`config.mk`:
```
export PLATFORM = sky130hd
export DESIGN_NAME = rx_avail_flags
export DESIGN_NICKNAME = d
export VERILOG_FILES = /design/src/rtl/rxav_pkg.sv /design/src/rtl/rxav_port_flag.sv /design/src/rtl/rxav_poll_track.sv /design/src/rtl/rx_avail_flags.sv
export SDC_FILE = /design/constraint.sdc
export NUM_CORES = 1
export LEC_CHECK = 0
export ABC_AREA = 0
export BUFFER_PORTS_ARGS = -buffer_cell sky130_fd_sc_hd__clkbuf_2
export CAP_MARGIN = 20
export CELL_PAD_IN_SITES_DETAIL_PLACEMENT = 0
export CELL_PAD_IN_SITES_GLOBAL_PLACEMENT = 1
export CORE_AREA = 2 2 79 81
export DETAILED_ROUTE_END_ITERATION = 8
export DIE_AREA = 0 0 81 83
export GPL_TIMING_DRIVEN = 0
export PLACE_DENSITY_LB_ADDON = 0.1
export REMOVE_ABC_BUFFERS = 1
export SLEW_MARGIN = 10
export SYNTH_ARGS = -nofsm -noshare
export SYNTH_HDL_FRONTEND = slang
export SYNTH_SLANG_ARGS = --single-unit
```
`constraint.sdc`:
```
create_clock -name clk -period 1.4 [get_ports clk]
set_clock_uncertainty 0.1 [all_clocks]
set_input_delay 0.21 -clock clk [delete_from_list [all_inputs] [get_ports clk]]
set_output_delay 0.21 -clock clk [all_outputs]
set_load 0.02 [all_outputs]
```
`src/rtl/rxav_pkg.sv`:
```
package rxav_pkg;
  typedef enum logic [1:0] {
    MODE_CELL_L2 = 2'd0,
    MODE_CELL_L3 = 2'd1,
    MODE_PKT_L2  = 2'd2,
    MODE_PKT_L3  = 2'd3
  } rx_mode_e;

  function automatic logic mode_is_pkt(input rx_mode_e m);
    return m[1];
  endfunction

  function automatic logic mode_is_l3(input rx_mode_e m);
    return m[0];
  endfunction
endpackage

```
`src/rtl/rxav_port_flag.sv`:
```
module rxav_port_flag #(
  parameter int LVL_W = 8
) (
  input  logic             clk,
  input  logic             rst_n,
  input  logic             dp_rst,
  input  logic             pkt_mode,
  input  logic [LVL_W-1:0] thresh,
  input  logic [LVL_W-1:0] fill,
  input  logic [LVL_W-1:0] cells,
  input  logic             eop,
  output logic             flag
);
  logic set_c, clr_c;

  always_comb begin
    if (pkt_mode) begin
      set_c = (fill > thresh) || eop;
      clr_c = !eop && (fill <= thresh);
    end else begin
      set_c = cells > thresh;
      clr_c = cells == '0;
    end
  end

  always_ff @(posedge clk or negedge rst_n) begin
    if (!rst_n)      flag <= 1'b0;
    else if (dp_rst) flag <= 1'b0;
    else if (set_c)  flag <= 1'b1;
    else if (clr_c)  flag <= 1'b0;
  end

  // more cells than the threshold sets the flag
  a_r2_cell_set: assert property (@(posedge clk) disable iff (!rst_n)
    (!pkt_mode && !dp_rst && cells > thresh) |=> flag);
  // an empty port clears; the band in between holds
  a_r3_cell_clear: assert property (@(posedge clk) disable iff (!rst_n)
    (!pkt_mode && cells == '0) |=> !flag);
  a_r3_cell_hold: assert property (@(posedge clk) disable iff (!rst_n)
    (!pkt_mode && !dp_rst && cells != '0 && cells <= thresh) |=> (flag == $past(flag)));
  // a waiting end-of-packet sets in packet mode
  a_r4_eop_set: assert property (@(posedge clk) disable iff (!rst_n)
    (pkt_mode && !dp_rst && eop) |=> flag);
  // no end-of-packet and at or below threshold clears
  a_r5_pkt_clear: assert property (@(posedge clk) disable iff (!rst_n)
    (pkt_mode && !eop && fill <= thresh) |=> !flag);
endmodule

```
`src/rtl/rxav_poll_track.sv`:
```
module rxav_poll_track #(
  parameter int NPORTS = 4,
  parameter int ADDR_W = 3
) (
  input  logic              clk,
  input  logic              rst_n,
  input  logic              dp_rst,
  input  logic              level3,
  input  logic              poll_vld,
  input  logic [ADDR_W-1:0] poll_addr,
  input  logic [NPORTS-1:0] port_flags,
  output logic              polled_avail,
  output logic              polled_oe
);
  logic [ADDR_W-1:0] addr_q;
  logic              ok_q, oe_q;
  logic              in_range, ok_d;

  assign in_range = 32'(poll_addr) < NPORTS;
  assign ok_d     = poll_vld && in_range && !dp_rst;

  always_ff @(posedge clk or negedge rst_n) begin
    if (!rst_n) begin
      addr_q <= '0;
      ok_q   <= 1'b0;
      oe_q   <= 1'b0;
    end else begin
      addr_q <= poll_addr;
      ok_q   <= ok_d;
      oe_q   <= level3 ? 1'b1 : ok_d;
    end
  end

  always_comb begin
    polled_avail = 1'b0;
    for (int i = 0; i < NPORTS; i++)
      if (ok_q && addr_q == ADDR_W'(i)) polled_avail = port_flags[i];
  end

  assign polled_oe = oe_q;

  // an out-of-range poll reads as not polled
  a_r6_bad_addr: assert property (@(posedge clk) disable iff (!rst_n)
    (poll_vld && !in_range) |=> !polled_avail);
  // level-2 modes release the line when nothing is polled
  a_r7_l2_release: assert property (@(posedge clk) disable iff (!rst_n)
    (!level3 && (!poll_vld || dp_rst)) |=> !polled_oe);
  // level-3 modes always drive
  a_r8_l3_drive: assert property (@(posedge clk) disable iff (!rst_n)
    level3 |=> polled_oe);
endmodule

```
`src/rtl/rx_avail_flags.sv`:
```
module rx_avail_flags #(
  parameter int NPORTS = 4,
  parameter int LVL_W  = 8,
  parameter int ADDR_W = 3
) (
  input  logic                     clk,
  input  logic                     rst_n,
  input  logic                     dp_rst,
  input  logic [1:0]               mode,
  input  logic                     poll_status_only,
  input  logic [LVL_W-1:0]         ae_thresh,
  input  logic [NPORTS*LVL_W-1:0]  fill_lvl,
  input  logic [NPORTS*LVL_W-1:0]  cell_cnt,
  input  logic [NPORTS-1:0]        eop_rdy,
  input  logic                     poll_vld,
  input  logic [ADDR_W-1:0]        poll_addr,
  output logic                     polled_avail,
  output logic                     polled_oe,
  output logic [NPORTS-1:0]        direct_avail
);
  import rxav_pkg::*;

  rx_mode_e          mode_e;
  logic [NPORTS-1:0] port_st;
  logic              dir_en_q;

  assign mode_e = rx_mode_e'(mode);

  for (genvar g = 0; g < NPORTS; g++) begin : g_port
    rxav_port_flag #(.LVL_W(LVL_W)) u_flag (
      .clk      (clk),
      .rst_n    (rst_n),
      .dp_rst   (dp_rst),
      .pkt_mode (mode_is_pkt(mode_e)),
      .thresh   (ae_thresh),
      .fill     (fill_lvl[g*LVL_W +: LVL_W]),
      .cells    (cell_cnt[g*LVL_W +: LVL_W]),
      .eop      (eop_rdy[g]),
      .flag     (port_st[g])
    );
  end

  rxav_poll_track #(.NPORTS(NPORTS), .ADDR_W(ADDR_W)) u_poll (
    .clk          (clk),
    .rst_n        (rst_n),
    .dp_rst       (dp_rst),
    .level3       (mode_is_l3(mode_e)),
    .poll_vld     (poll_vld),
    .poll_addr    (poll_addr),
    .port_flags   (port_st),
    .polled_avail (polled_avail),
    .polled_oe    (polled_oe)
  );

  always_ff @(posedge clk or negedge rst_n) begin
    if (!rst_n) dir_en_q <= 1'b0;
    else        dir_en_q <= (mode_e != MODE_PKT_L3) && !poll_status_only;
  end

  assign direct_avail = dir_en_q ? port_st : '0;

  // direct flags silenced in packet level 3 and polled-status mode
  a_r9_dir_low: assert property (@(posedge clk) disable iff (!rst_n)
    (mode == 2'd3 || poll_status_only) |=> (direct_avail == '0));
  // data path reset empties every flag
  a_r10_dp_clear: assert property (@(posedge clk) disable iff (!rst_n)
    dp_rst |=> (direct_avail == '0 && !polled_avail));
  // nothing asserted during reset
  always_comb if (!rst_n) a_r1_reset_low: assert (!polled_oe && direct_avail == '0);
endmodule

```
======== Yosys cells after proc, flatten, opt, wreduce, memory -nomap -nowiden ========
Cells that the tools add are included.
Widths: inputs -> output; s select.
word-level totals
  bits in registers ....................... 10
  input bits .............................. 86
  output and inout bits ................... 6
  logic and storage cells ................. 81
operators by class
  magnitude comparators ................... 13
  equality and inequality tests ........... 4
  mux-type cells .......................... 26
  reduce and logical (&&, ||, !) cells .... 30
operator list
  operator            count
  $gt 8x8->1          8
  $le 8x8->1          4
  $logic_not 8->1     4
  $mux 1              25
  $reduce_bool 3->1   4
  $logic_and 1x1->1   11
  $eq 3x2->1 const B  2
  $logic_not 1->1     6
  $logic_or 1x1->1    4
  $mux 4              1
  $eq 3x1->1 const B  1
  $logic_not 3->1     1
  $lt 3x3->1 const B  1
  $ne 2x2->1 const B  1

======== Logic depth before layout (Yosys ltp) ========
  word-level depth ........................ 6
  mapped depth ............................ 7
  depth with buffers taken out ............ 7

======== Hierarchy ========
A second synthesis with hierarchy kept.
second synthesis, totals
  cell total of the unflattened synthesis .. 231
  area total of the unflattened synthesis .. 1946.9 um^2
by module, submodules not included
  module           times used  cells an instance  area an instance (um^2)  seq. area each (um^2)
  rxav_port_flag   4           54                 430.4                    25.0
  rxav_poll_track  1           9                  170.2                    125.1
  rx_avail_flags   1           6                  55.1                     25.0

======== Worst setup path before layout ========
OpenSTA, ideal clock, no wires.
  kind .................................... reg2out
  start ................................... register u_poll.addr_q[0]
  end ..................................... output port polled_avail
  data arrival time ....................... 1.667 ns
  required time ........................... 1.090 ns
  setup slack ............................. -0.577 ns
  cell stages (with the launch flop) ...... 4
  buffers on the path ..................... 0
  cell sequence ........................... dfrtp_1 > nor2b_1 > a211oi_1 > a2111oi_0
between the ends
  cells in the longest elaborated chain, start to end .. 6
  elaborated cells on any way between the ends .. 12
  classes of those cells .................. 3 x eq/ne; 4 x mux; 5 x reduce/logical
RTL lines
  what                    line                   text
  start, declared         rxav_poll_track.sv:15  logic [ADDR_W-1:0] addr_q;
  start signal, assigned  rxav_poll_track.sv:28  addr_q <= poll_addr;
  $logic_not 3->1         rxav_poll_track.sv:37  if (ok_q && addr_q == ADDR_W'(i)) polled_avail = port_flags[i];
  $logic_and 1x1->1       rxav_poll_track.sv:37
  $mux 1 (3 in a row)     rxav_poll_track.sv:37
  $mux 1 (*)              rxav_poll_track.sv:37
  end, declared           rx_avail_flags.sv:17   output logic polled_avail,
Mark *: on every way between the ends. The rest lies on a longest branch, timed or not.

======== Worst setup path after layout ========
  start ................................... input port ae_thresh[2]
  end ..................................... register g_port[1].u_flag.flag
between the ends
  cells in the longest elaborated chain, start to end .. 5
  elaborated cells on any way between the ends .. 10
  classes of those cells .................. 3 x order compare; 4 x mux; 3 x reduce/logical
RTL lines
  what                  line                  text
  start, declared       rx_avail_flags.sv:11  input logic [LVL_W-1:0] ae_thresh,
  $gt 8x8->1            rxav_port_flag.sv:18  set_c = (fill > thresh) || eop;
  $logic_or 1x1->1      rxav_port_flag.sv:18
  $mux 1                rxav_port_flag.sv:17  if (pkt_mode) begin
  $mux 1                rxav_port_flag.sv:29  else if (set_c) flag <= 1'b1;
  $mux 1                rxav_port_flag.sv:28  else if (dp_rst) flag <= 1'b0;
  end signal, assigned  rxav_port_flag.sv:28
  end signal, assigned  rxav_port_flag.sv:29
  end signal, assigned  rxav_port_flag.sv:30  else if (clr_c) flag <= 1'b0;
  end, declared         rxav_port_flag.sv:12  output logic flag
Several ways; a longest one is shown, not always the timed one.
A chain may end at the register's enable or synchronous reset.

==> impl_metrics.tcl <==
set metrics [dict create \
    power_frac_clock 0.192 \
    start_util 0.325 \
    io_pins 92 \
    power_frac_seq 0.228 \
    grt_pass1_wl_mm 10.1 \
    rr_endpoint "g_port[1].u_flag.flag" \
    comb_power_share 0.579 \
    vdd_ir_drop_max_mv 0.590 \
    ys_ff_latch 10 \
    syn_to_final_growth_pct 62.1 \
    synthSimpleGateAreaFrac 0.192 \
    worstHoldEndpoint "u_poll.addr_q[2]" \
    seq_area_frac_synth 0.132 \
    routedWlPerCell_um 15.0 \
    cp-end-kind "register" \
    synth_fa_ha_area_frac 0.424 \
    ys_async_sr_fraction 1.00 \
    syn_area_per_cell_um2 8.37 \
    swShare 0.364 \
    fmax_mhz 606 \
    switchingPower_uw 526 \
    drt-initial-drc-count 43 \
    maxSlewHeadroom 0.741 \
    routed_wirelength_mm 6.25 \
    synth_top_cell_area_share 0.424 \
    status "finished with violations" \
    yosysUniqueCellTypes 31 \
    vias 2133 \
    finalInstanceArea_um2 3070 \
    drcViolationCount 0 \
    worstMarginPinSlew_ps 388 \
    grt_start_max_net_pins 11 \
    synth_compound_area_frac 0.205 \
    syn_area_um2 1890 \
    utilization 0.527 \
    setup_ws_ps -250 \
    synth_top_family_by_area "adder cells" \
    cts_buffers 3 \
    detail-route-antenna-nets 0 \
    avgViaCountPerCell 5.12 \
    min_period_ps 1650 \
    clock-sinks 10 \
    coreArea_um2 5820 \
    powerDensity_nw_per_um2 471 \
    cts_tree "done" \
    power_leakage_uw 0.00142 \
    overflow 0 \
    ys_warn_count 0 \
    cts-root-buf "clkbuf_8" \
    die_w_um 81 \
    antenna_found_initial 0 \
    worst-setup-path-type "input pin to register" \
    die_y_um 83 \
    fin_crit_sh 1.18 \
    clockBufferDepth 2 \
    r2r-start "g_port[1].u_flag.flag" \
    r2r_slack_ps 280 \
    rows 28 \
    pre_cts_ws_ps -993 \
    yosysTopAreaCell "ha_1" \
    drt_pass1_iterations 4 \
    drv_cap 0 \
    dieArea_um2 6720 \
    num-nets-final 494 \
    clk_latency_ps 220 \
    place_congestion 0.738 \
    drv_slew 0 \
    port_buffers 91 \
    synthTopCellsByArea "ha_1 42%, dfrtp_1 13%, a21oi_1 7.1%" \
    rr_worst_depth 2 \
    drive_gt1_frac 0.459 \
    diodes 0 \
    rsz0062_at_grt "true" \
    final_hold_viol_count 0 \
    hold_depth 1 \
    synth_mux_area_frac 0.00529 \
    setup_viol 5 \
    placed_cell_area_um2 2440 \
    start_kind "input pin" \
    setup_tns_ps -842 \
    whs_ps 12.4 \
    synthFlopType "dfrtp_1" \
    synthXorXnorAreaFrac 0 \
    crit_fanout 3 \
    syn-instance-count 226 \
    track_usage 0.189 \
    cts.clk_slew.worst_paths_ps 40 \
    arrival_ps 1630 \
    hp-start "poll_addr[2]" \
    cp.required_ps 1380 \
    ctsHtreeMaxLevel 1 \
    hold_class "input pin to register" \
    internal-power_uw 919 \
    violations "setup timing" \
    hpwl_mm 4.79 \
    synth_edf_count 0 \
    grt_pass1_vias 2213 \
]
cell usage after synthesis, drive strengths merged (2+ instances only):
| cell type | n |
|---|---|
| a21oi | 27 |
| a211oi | 5 |
| and2 | 4 |
| nor2b | 5 |
| a21o | 2 |
| ha | 64 |
| inv | 21 |
| a2111oi | 6 |
| nand2 | 16 |
| nor2 | 4 |
| dfrtp | 10 |
| o211ai | 2 |
| nor3b | 2 |
| o21ai | 17 |
| a31oi | 2 |
| nor4 | 10 |
| nand2b | 2 |
| nand3b | 2 |
| nand4 | 16 |
cells by family (layout without fill, tap and decap cells):
kind of cell	Yosys count	count (layout)
compound gates	65	65
fa+ha+maj	64	64
buf+inv	21	137
flops	10	10
mux	1	1
simple gates	65	65
worst max-delay path by stage:
stage | startpoint | end | slack (ps) | depth (start not counted)
final | ae_thresh[2] | g_port[1].u_flag.flag | -250 | 8
after global routing | ae_thresh[5] | g_port[1].u_flag.flag | -350 | 8
after CTS | u_poll.addr_q[0] | polled_avail | -320 | 3
after detailed placement | ae_thresh[2] | g_port[1].u_flag.flag | -990 | 8
after global placement | ae_thresh[2] | g_port[1].u_flag.flag | -920 | 8
after floorplan | u_poll.addr_q[0] | polled_avail | -580 | 3
power by group through the flow:
| stage | logic [uW] | clock network (uW) | registers [uW] |
|---|---|---|---|
| 2_1_floorplan | 355 | 0 | 327 |
| 3_3_place_gp | 614 | 0 | 331 |
| 3_5_place_dp | 619 | 0 | 331 |
| 4_1_cts | 750 | 285 | 328 |
| 5_1_grt | 948 | 305 | 334 |
| 6_report | 837 | 278 | 330 |
sequential cells by signal, indices dropped and copies added (netlist names):
signal / flops
g_port.u_flag.flag: 4
u_poll.addr_q: 3
dir_en_q: 1
u_poll.ok_q: 1
u_poll.polled_oe: 1
routing by layer:
layer / track usage / vias up / wire [um]
met5: 0 / - / 0
met4: 0.0247 / 0 / 86
met3: 0.0272 / 10 / 349
met2: 0.325 / 69 / 2920
met1: 0.254 / 940 / 2880
li1: - / 1114 / -
cells in the final DEF, fill, tap and decap left out, types with 2 or more instances in the layout:
| cell | n |
|---|---|
| clkbuf_2 | 86 |
| ha_1 | 48 |
| a21oi_1 | 26 |
| nand4_1 | 16 |
| nand2_1 | 16 |
| ha_4 | 15 |
| inv_1 | 14 |
| buf_4 | 13 |
| dfrtp_1 | 10 |
| o21ai_1 | 9 |
| nor4_1 | 8 |
| o21ai_0 | 7 |
| buf_6 | 7 |
| clkinvlp_4 | 6 |
| and2_1 | 4 |
| nor2b_1 | 4 |
| a211oi_2 | 4 |
| nor2_1 | 3 |
| a2111oi_4 | 3 |
| clkbuf_8 | 3 |
| dlygate4sd3_1 | 3 |
| a2111oi_2 | 2 |
| nand2b_1 | 2 |
| a21o_1 | 2 |
| nand3b_1 | 2 |
| o211ai_1 | 2 |
| nor4_2 | 2 |
| a31oi_1 | 2 |
| buf_8 | 2 |
critical path, cell delays in order:
cell,delay [ps]
buf_6,80
clkinvlp_4,130
ha_4,240
a21o_1,160
a211oi_2,250
nor3b_2,90
a2111oi_4,370
a211oi_2,100
cell type report:
class                   count  area, um^2
flip-flops and latches     10         250
repair buffers            113         692
well taps                  75        93.8
clock buffers               3        41.3
fillers                   568        2750
multi-input cells         195        1890
inverters                  21         101
repair_timing:
item                                    CTS  global route
pin swaps                                18            23
endpoints found under the setup margin    5             5
endpoints found under the hold margin    12             0
buffers inserted                         15             4
gates resized for setup                  37            32
hold buffers                              3             0
per-stage QoR:
| stage | total power, uW | instances |
|---|---|---|
| 5_1_grt | 1590 | 417 |
| 6_report | 1440 | 417 |
| 3_3_place_gp | 946 | 392 |
| 3_5_place_dp | 950 | 392 |
| 4_1_cts | 1360 | 413 |
| 2_1_floorplan | 682 | 226 |
Power figures use the tool's default switching activity.
